### config.mk
export PLATFORM = sky130hd
export DESIGN_NAME = branch_next_pc
export DESIGN_NICKNAME = d
export VERILOG_FILES = /design/src/rtl/branch_next_pc.sv
export SDC_FILE = /design/constraint.sdc
export NUM_CORES = 1
export LEC_CHECK = 0
export BUFFER_PORTS_ARGS = -buffer_cell sky130_fd_sc_hd__buf_2
export CAP_MARGIN = 25
export CORE_MARGIN = 10
export CORE_UTILIZATION = 41
export DETAILED_ROUTE_END_ITERATION = 7
export PLACE_DENSITY = 0.74
export SYNTH_ARGS = -nofsm -noshare
export SYNTH_HDL_FRONTEND = slang
export SYNTH_SLANG_ARGS = --single-unit
### constraint.sdc
create_clock -name vclk -period 5.7
set_input_delay 0.57 -clock vclk [all_inputs]
set_output_delay 0.57 -clock vclk [all_outputs]
set_load 0.005 [all_outputs]
### src/rtl/branch_next_pc.sv
module branch_next_pc #(
  parameter int XLEN = 32
) (
  input  logic [XLEN-1:0] inst,
  input  logic [XLEN-1:0] pc,
  input  logic [XLEN-1:0] src_a,
  input  logic [XLEN-1:0] src_b,
  output logic            is_branch,
  output logic [XLEN-1:0] alu_res,
  output logic [XLEN-1:0] next_pc
);

  localparam logic [6:0] OPC_BRANCH = 7'b1100011;
  localparam int         OFF_W      = 13;

  typedef enum logic [2:0] {
    ALU_ADD, ALU_SLT, ALU_SLTU, ALU_EQ, ALU_NE, ALU_GE, ALU_GEU
  } alu_op_e;

  logic [2:0]      cond;
  logic            opc_hit;
  alu_op_e         op;
  logic [OFF_W-1:0] off13;
  logic [XLEN-1:0] offset;
  logic [XLEN-1:0] step;
  logic            take;

  assign cond    = inst[14:12];
  assign opc_hit = (inst[6:0] == OPC_BRANCH);

  always_comb begin
    op        = ALU_ADD;
    is_branch = 1'b0;
    if (opc_hit) begin
      is_branch = 1'b1;
      unique case (cond)
        3'b000:  op = ALU_EQ;
        3'b001:  op = ALU_NE;
        3'b100:  op = ALU_SLT;
        3'b101:  op = ALU_GE;
        3'b110:  op = ALU_SLTU;
        3'b111:  op = ALU_GEU;
        default: is_branch = 1'b0;
      endcase
    end
  end

  always_comb begin
    alu_res = '0;
    unique case (op)
      ALU_SLT:  alu_res[0] = $signed(src_a) <  $signed(src_b);
      ALU_SLTU: alu_res[0] = src_a <  src_b;
      ALU_EQ:   alu_res[0] = src_a == src_b;
      ALU_NE:   alu_res[0] = src_a != src_b;
      ALU_GE:   alu_res[0] = $signed(src_a) >= $signed(src_b);
      ALU_GEU:  alu_res[0] = src_a >= src_b;
      default:  alu_res    = src_a + src_b;
    endcase
  end

  assign off13   = {inst[31], inst[7], inst[30:25], inst[11:8], 1'b0};
  assign offset  = {{(XLEN-OFF_W){off13[OFF_W-1]}}, off13};
  assign take    = is_branch & alu_res[0];
  assign step    = take ? offset : XLEN'(4);
  assign next_pc = pc + step;

  always_comb begin
    if (is_branch)
      p_branch_decode_r1: assert (opc_hit && cond[2:1] != 2'b01)
        else $error("branch flag on a non-branch encoding");
    if (is_branch && cond == 3'b000)
      p_equal_r2: assert (alu_res[0] == (src_a == src_b))
        else $error("equal condition wrong");
    if (is_branch && cond == 3'b101)
      p_signed_ge_r3: assert (alu_res[0] == !($signed(src_a) < $signed(src_b)))
        else $error("signed ge condition wrong");
    if (is_branch && cond == 3'b110)
      p_unsigned_lt_r4: assert (alu_res[0] == !(src_a >= src_b))
        else $error("unsigned lt condition wrong");
    if (is_branch)
      p_upper_zero_r5: assert (alu_res[XLEN-1:1] == '0)
        else $error("upper result bits set on branch");
    if (is_branch && alu_res[0])
      p_target_aligned_r6: assert (next_pc[0] == pc[0])
        else $error("branch target parity changed");
    if (!(is_branch && alu_res[0]))
      p_sequential_r7: assert (next_pc - pc == XLEN'(4))
        else $error("sequential step not 4");
  end

endmodule

==> metrics.yaml, run 1 <==
worst_pin_slew_ps: 559.1
rsz0062_at_grt: "true"
post-route-util_pct: 71.46
relSlewSlack_pct: 61.76
regArea_sq_um: 0
place_congestion: 0.8974
post-route-period-util_pct: 105.3
hp-class: "in -> out"
peakVddDrop_mv: 0.04451
violations: "setup timing"
critPathLaunch: "src_b[5]"
n_fill_cell: 774
syn_area_sq_um: 4225
grt_pass1_wl_mm: 27.22
routed_wirelength_mm: 19.21
seq_cell_count: 0
clkbuf_count: 0
critPathMaxStageDelay_ps: 330
synth.largest_area_cell: "ha_1"
path_common_cell: "buf_4"
setup_ws_ps: -299.8
ioPinCount: 193
grt_antenna_before_repair: 3
status: "complete, but fails checks"
holdCritStartpoint: "pc[0]"
drc: 0
synth.distinct_cells: 60
multi_input_area_sq_um: 4454
dr_wl_met2_mm: 10.13
grt_max_degree: 33
maxCapViolCount: 0
critPathBufInv: 7
yosys-top-cells-area: "ha_1, xnor2_1, a21oi_1, inv_1, nor2_1"
synth_fp_nets: 841
grt_use_total_pct: 21.53
wl_met3_mm: 1.122
area_growth_pct: 67.60
drive_gt1_share_pct: 44.83
syn_inst: 618
dr.max_layer_used: "met4"
yosysWarningCount: 0
drv_slew: 0
setup_violations: 12
cp_top_family: "compound AO/OA/AOI/OAI gates"
path_cells: "buf_6 -> inv_4 -> ha_4 -> a21oi_4 -> o21ai_2 -> a211o_1 -> a211o_1 -> a2111oi_4 -> xor2_1 -> mux2i_2 -> buf_4 -> a211oi_4 -> buf_12 -> ha_4 -> buf_4 -> buf_4 -> o21a_1 -> o21ai_0 -> nand2_1 -> a21o_1 -> a41o_1 -> o41ai_2 -> xnor2_1 -> buf_2"
cp.arrival_ps: 5430
wl_per_cell_microns: 17.87
worstPathRequired_ps: 5130
hold_viol_final: 0
max_freq_mhz: 166.7
yosysSeqAreaShare_pct: 0
wl_met1_mm: 7.438
grt_pass1_vias: 5833
rows: 36
critPathKind: "in -> out"
die_w_microns: 121.5
place_hpwl_mm: 13.48
grt-ovfl-total: 0
synth_top_area_share_pct: 27.54
end_kind: "output pin"
via_per_inst: 5.535
worst-path-max-fanout: 5
vias: 5950
dr.pass1.iters: 5
syn_avg_cell_area_sq_um: 6.837
power.density_nw_per_um2: 78.64
drt_iter0_drc: 356
die-area_sq_um: 14770
post-place-ws_ps: -483.7
p_leak_uw: 0.003652
min_period_ps: 6000
die_y_microns: 121.5
drtAntennaViolNets: 0
coreArea_sq_um: 9910
initial_core_util_pct: 42.64
critPathSlowestCell: "a211o_1"
port_buffers: 181
hold_slack_ps: 1140
finalNetCount: 1164
cp-start-kind: "input port"
[placed cells by master (no fill, tap or decap), types with 11 or more instances in the layout]
cell type	n
nor2_1	57
a21o_1	13
nor2b_1	13
xor2_1	11
and2_1	16
buf_2	172
xnor2_1	36
buf_4	145
nand2b_1	12
o21ai_0	23
a21oi_1	53
buf_6	14
ha_1	69
nor3_1	19
nand2_1	30
nand3_1	11
inv_1	59
ha_4	22
o21bai_1	13
[final cells by class]
cell class / instances / area share (%)
Timing Repair Buffer: 335 / 30.74
Antenna cell: 3 / 0.1060
Tap cell: 133 / 2.350
Multi-Input combinational cell: 535 / 62.90
Inverter: 69 / 3.905
[Yosys cell counts, types with 8 or more instances]
master / instances
a211oi_1: 8
a21o_1: 13
a21oi_1: 62
and2_1: 17
clkbuf_1: 8
ha_1: 93
inv_1: 69
nand2_1: 31
nand2b_1: 13
nand3_1: 12
nand4_1: 9
nor2_1: 59
nor2b_1: 13
nor3_1: 23
o21a_1: 8
o21ai_0: 30
o21bai_1: 14
xnor2_1: 38
xor2_1: 11
[stage by stage]
step	area, sq um	power [uW]	cells	TNS (ps)
2_1_floorplan	4235	262.5	618	0
3_3_place_gp	6227	484.2	1046	-1433
3_5_place_dp	6227	492.5	1046	-2879
4_1_cts	6706	519.6	1067	-295.9
5_1_grt	7082	610.5	1075	-4408
6_report	7082	556.9	1075	-1495
[routing by layer]
layer | vias up | GRT usage (%)
met1 | 2813 | 24.35
met5 | - | 0
met3 | 40 | 3.071
li1 | 2840 | -
met4 | 0 | 5.589
met2 | 257 | 40.83
[where the power goes]
part	leakage, uW	internal (uW)	switching (uW)
Clock	0.0000000190	0.0000704	0
Combinational	0.00365	279	278
Sequential	0	0	0
Total	0.00365	279	278
[kinds of logic (layout without fill, tap and decap cells)]
kind of cell	Yosys count	in the layout	share of synthesized area, %
XOR/XNOR	50	50	10.69
AO/OA/AOI/OAI	185	185	28.49
multiplexers	2	2	0.5034
buffers and inverters	83	404	7.699
adder cells (fa/ha/maj)	95	95	28.49
other	0	3	0
AND/OR/NAND/NOR	203	203	24.13
[final timing paths]
path	endpoint	cells past startpoint
worst min-delay path	next_pc[0]	0
worst max-delay path	next_pc[20]	24
[timing repair]
action	CTS	global route
endpoints found under the hold margin	0	0
gates resized for setup	58	66
setup buffers	23	11
hold buffers	0	0
endpoints found under the setup margin	15	22
pin swaps	39	43
Note: power is estimated with default switching activity, not from simulation.
==> run 2: changes to the inputs <==
--- a/config.mk
+++ b/config.mk
@@ -7,10 +7,10 @@
 export LEC_CHECK = 0
 export BUFFER_PORTS_ARGS = -buffer_cell sky130_fd_sc_hd__buf_2
 export CAP_MARGIN = 25
-export CORE_MARGIN = 10
+export CORE_MARGIN = 4
 export CORE_UTILIZATION = 41
 export DETAILED_ROUTE_END_ITERATION = 7
-export PLACE_DENSITY = 0.74
+export PLACE_DENSITY = 0.71
 export SYNTH_ARGS = -nofsm -noshare
 export SYNTH_HDL_FRONTEND = slang
 export SYNTH_SLANG_ARGS = --single-unit
==> constraint.sdc (replaced) <==
create_clock -name vclk -period 5.65
set_input_delay 0.565 -clock vclk [all_inputs]
set_output_delay 0.565 -clock vclk [all_outputs]
set_load 0.005 [all_outputs]
==> run 2 against run 1 <==
  * The flow still finishes with violations (setup timing)
  * Worst setup slack improved by 120 ps
  * Core utilization decreased by 0.67 points
  * Non-clock buffer count increased by 15
  * Combinational power decreased by 0.9%
  * Flip-flop and latch count unchanged
  * Largest cell class unchanged
==> metrics.yaml, run 2 (same netlist as run 1, synthesis figures left out) <==
status: "complete, but fails checks"  # unchanged
dr.pass1.iters: 5  # unchanged
grt-ovfl-total: 0  # unchanged
grt_pass1_vias: 5822  # was 5833
setup_ws_ps: -182.0  # was -299.8 ps
cp-start-kind: "input port"  # unchanged
ioPinCount: 193  # unchanged
post-route-util_pct: 70.80  # was 71.46%
grt_pass1_wl_mm: 25.03  # was 27.22 mm
peakVddDrop_mv: 0.04305  # was 0.04451 mV
grt_antenna_before_repair: 0  # was 3
worst-path-max-fanout: 4  # was 5
port_buffers: 181  # unchanged
violations: "setup timing"  # unchanged
drv_slew: 0  # unchanged
routed_wirelength_mm: 16.67  # was 19.21 mm
p_leak_uw: 0.003718  # was 0.003652 uW
drtAntennaViolNets: 0  # unchanged
die-area_sq_um: 11990  # was 14770 sq um
worstPathRequired_ps: 5090  # was 5130 ps
clkbuf_count: 0  # unchanged
initial_core_util_pct: 42.64  # unchanged
vias: 5894  # was 5950
wl_per_cell_microns: 15.33  # was 17.87 microns
critPathLaunch: "src_b[9]"  # was src_b[5]
hold_viol_final: 0  # unchanged
relSlewSlack_pct: 62.47  # was 61.76%
end_kind: "output pin"  # unchanged
seq_cell_count: 0  # unchanged
hp-class: "in -> out"  # unchanged
finalNetCount: 1179  # was 1164
worst_pin_slew_ps: 548.8  # was 559.1 ps
drc: 0  # unchanged
grt_max_degree: 33  # unchanged
hold_end: "next_pc[0]"  # unchanged
die_y_microns: 109.5  # was 121.5 microns
area_growth_pct: 66.03  # was 67.60%
grt_use_total_pct: 24.84  # was 21.53%
setup_violations: 7  # was 12
regArea_sq_um: 0  # unchanged
min_period_ps: 5832
final_common_cell: "buf_2"  # unchanged
place_congestion: 0.8911  # was 0.8974
place_hpwl_mm: 13.10  # was 13.48 mm
rsz0062_at_grt: "true"  # unchanged
drive_gt1_share_pct: 44.44  # was 44.83%
maxCapViolCount: 0  # unchanged
holdCritStartpoint: "pc[0]"  # unchanged
via_per_inst: 5.422  # was 5.535
cp.arrival_ps: 5270  # was 5430 ps
rows: 36  # unchanged
critPathKind: "in -> out"  # unchanged
antenna_cells: 0  # was 3
placed_area_sq_um: 6382  # was 6227 sq um
design_area_sq_um: 7015  # was 7082 sq um
final_cell_mix: "buf_2, buf_4, ha_1"  # unchanged
post-route-period-util_pct: 103.2
max_freq_mhz: 171.5
coreArea_sq_um: 9910  # unchanged
hold_path_depth: 0  # unchanged
drt_iter0_drc: 218  # was 356
power.density_nw_per_um2: 78.66  # was 78.64 nW/um^2
die_w_microns: 109.5  # was 121.5 microns
p_total_uw: 551.8  # was 556.9 uW
-- run 2: cell types whose count changed in the layout (fill, tap and decap cells not counted), sizes merged --
cell	previous run	this run
buf	335	350
diode	3	0
-- run 2: area by class of cell --
cell class / count / area (sq um)
multi-input cells: 535 / 4358
fillers: 786 / 2894
repair buffers: 350 / 2230
inverters: 69 / 261.5
well taps: 133 / 166.4
-- run 2: where the power goes --
part / switching [uW] / leakage, uW / internal [uW]
Sequential: 0 / 0 / 0
Combinational: 270 / 0.00372 / 282
Clock: 0 / 0 / 0
Total: 270 / 0.00372 / 282
-- run 2: worst max path at each step --
stage                        endpoint  slack, ps  cells past startpoint
after global placement    next_pc[31]       -340                     23
after floorplan           next_pc[31]         30                     23
after global routing      next_pc[31]       -450                     25
after CTS                 next_pc[31]       -150                     24
after detailed placement  next_pc[31]       -420                     21
final                     next_pc[31]       -180                     25
-- run 2: critical path, cell delays in order --
cell and delay [ps]:
buf_2 120, inv_2 60, ha_4 190, buf_6 120, a21o_1 180, nand3_2 90, a21oi_2 60, a211o_1 320
a2111oi_4 310, xor2_1 230, mux2i_1 130, buf_4 160, a211oi_4 360, ha_1 340, a211oi_2 250, nor2_1 110
o41ai_2 230, buf_4 190, o31a_1 130, o311a_1 190, nor3_2 60, a221o_1 330, a31oi_1 190, xnor3_1 230
buf_2 130
-- run 2: per-layer routing --
layer	track usage, %	share of wire [%]
met5	0	0
met1	28.74	39
met3	1.409	5.9
met2	48.78	52
met4	6.589	2.8
-- run 2: metrics by stage --
stage | setup slack [ps] | hold WS [ps] | cells | TNS (ps)
global placement | -336.8 | 1130 | 1070 | -1839
CTS | -148.8 | 1130 | 1078 | -206.9
detailed placement | -416.2 | 1130 | 1070 | -3029
floorplan | 31.91 | 1211 | 618 | 0
global route | -449.8 | 1130 | 1087 | -3088
finish | -182.0 | 1130 | 1087 | -549.8
-- run 2: timing repair --
action | in CTS | in global routing
pin swaps | 20 | 35
hold buffers | 0 | 0
endpoints found under the setup margin | 16 | 16
gates resized for setup | 53 | 38
buffers inserted | 10 | 11
==> run 3: changes to the inputs <==
--- a/config.mk
+++ b/config.mk
@@ -7,10 +7,11 @@
 export LEC_CHECK = 0
 export BUFFER_PORTS_ARGS = -buffer_cell sky130_fd_sc_hd__buf_2
 export CAP_MARGIN = 25
-export CORE_MARGIN = 4
-export CORE_UTILIZATION = 41
+export CELL_PAD_IN_SITES_DETAIL_PLACEMENT = 1
+export CELL_PAD_IN_SITES_GLOBAL_PLACEMENT = 1
+export CORE_UTILIZATION = 34
 export DETAILED_ROUTE_END_ITERATION = 7
-export PLACE_DENSITY = 0.71
+export PLACE_DENSITY = 0.85
 export SYNTH_ARGS = -nofsm -noshare
 export SYNTH_HDL_FRONTEND = slang
 export SYNTH_SLANG_ARGS = --single-unit
==> run 3 against run 2 <==
  * The run still ends with setup timing left
  * Via count is 6.4% higher
  * First-iteration DRC count is 21% higher
  * Die area is 7.4% higher
  * Critical path depth is 2 higher
  * Flip-flop and latch count stayed put
  * Hold slack hardly changed
  * Global-route usage is 7.1 points higher
  * Worst setup slack worse by 200 ps
  * Combinational power is 9.4% higher
  * Power is 9.5% higher
==> metrics.yaml, run 3 (same netlist as run 1, synthesis figures left out) <==
status: "complete, but fails checks"  # unchanged
violations: "setup timing"  # unchanged
setup_tns_ps: -2604  # was -549.8 ps
ioPinCount: 193  # unchanged
final_common_cell: "buf_2"  # unchanged
dr.pass1.iters: 6  # was 5
routed_wirelength_mm: 23.85  # was 16.67 mm
grt_pass1_wl_mm: 33.18  # was 25.03 mm
relSlewSlack_pct: 63.64  # was 62.47%
worst-path-max-fanout: 5  # was 4
rows: 40  # was 36
max_freq_mhz: 165.9  # was 171.5 MHz
cp-start-kind: "input port"  # unchanged
drv_slew: 0  # unchanged
power.density_nw_per_um2: 81.28  # was 78.66 nW/um^2
die_w_microns: 113.5  # was 109.5 microns
grt_use_total_pct: 31.98  # was 24.84%
dp.cells: 1087  # was 1070
critPathBufInv: 8  # was 6
peakVddDrop_mv: 0.02881  # was 0.04305 mV
hold_buffers: 0  # unchanged
p_total_uw: 604.2  # was 551.8 uW
die_y_microns: 113.5  # was 109.5 microns
critPathLaunch: "src_b[12]"  # was src_b[9]
hold_viol_final: 0  # unchanged
grt-ovfl-total: 0  # unchanged
vias: 6271  # was 5894
place_congestion: 0.8650  # was 0.8911
end_kind: "output pin"  # unchanged
cp.arrival_ps: 5460  # was 5270 ps
seq_cell_count: 0  # unchanged
holdCritStartpoint: "pc[0]"  # unchanged
final_cell_mix: "buf_2, buf_4, ha_1"  # unchanged
place_hpwl_mm: 14.77  # was 13.10 mm
coreArea_sq_um: 12060  # was 9910 sq um
post-route-period-util_pct: 106.7  # was 103.2%
clkbuf_count: 0  # unchanged
p_leak_uw: 0.003748  # was 0.003718 uW
setup_violations: 15  # was 7
drive_gt1_share_pct: 48.89  # was 44.44%
setup_ws_ps: -377.5  # was -182.0 ps
via_per_inst: 5.629  # was 5.422
worstPathRequired_ps: 5090  # about the same
worst_pin_slew_ps: 539.6  # was 548.8 ps
regArea_sq_um: 0  # unchanged
critPathKind: "in -> out"  # unchanged
grt_max_degree: 33  # unchanged
maxCapViolCount: 0  # unchanged
finalNetCount: 1170  # was 1179
drtAntennaViolNets: 0  # unchanged
stdcell_count: 1114  # was 1087
cp_top_family: "compound AO/OA/AOI/OAI gates"  # unchanged
area_growth_pct: 75.93  # was 66.03%
drt_iter0_drc: 263  # was 218
wl_per_cell_microns: 21.41  # was 15.33 microns
initial_core_util_pct: 35.03  # was 42.64%
post-place-ws_ps: -588.2  # was -416.2 ps
grt_pass1_vias: 6777  # was 5822
critPathSlowestCell: "a2111oi_4"  # was a211oi_4
min_period_ps: 6028  # was 5832 ps
rsz0062_at_grt: "true"  # unchanged
hp-class: "in -> out"  # unchanged
port_buffers: 181  # unchanged
path_common_cell: "buf_4"
die-area_sq_um: 12880  # was 11990 sq um
drc: 0  # unchanged
critPathMaxStageDelay_ps: 400  # was 360 ps
grt_antenna_before_repair: 2  # was 0
post-route-util_pct: 61.63  # was 70.80%
## run 3: area by class of cell
type               count  area [sq um]
inverters             69         271.5
well taps            168         210.2
repair buffers       341          2280
diodes                 1         2.502
multi-input cells    535          4669
fillers             1527          4628
## run 3: per-stage QoR
step / hold slack (ps) / cell area (sq um)
3_5_place_dp: 1130 / 6304
4_1_cts: 1130 / 7003
5_1_grt: 1130 / 7433
2_1_floorplan: 1211 / 4235
3_3_place_gp: 1130 / 6304
6_report: 1130 / 7433
## run 3: power breakdown
part | leakage [uW] | internal (uW) | switching, uW
registers | 0 | 0 | 0
logic | 0.00375 | 293 | 311
clock network | 0.00000000634 | 0.0000237 | 0
## run 3: repair_timing
action / CTS / global route
resized for setup: 98 / 84
pin swaps: 55 / 50
cloned: 2 / 0
endpoints found under the setup margin: 21 / 22
setup buffers: 14 / 18
## run 3: routing by layer
metal	vias up	part of all wire [%]	wire length, microns	GRT usage, %
met1	3004	36	8508	32.29
met3	118	4.5	1072	2.763
met5	-	0	0	0
met4	0	7.2	1711	14.74
met2	291	53	12550	65.24
li1	2858	-	-	-
## run 3: path summary, 6_finish.rpt
path	to	slack, ps	cells after the start
worst max-delay path	next_pc[12]	-380	27
worst min-delay path	next_pc[0]	1130	0
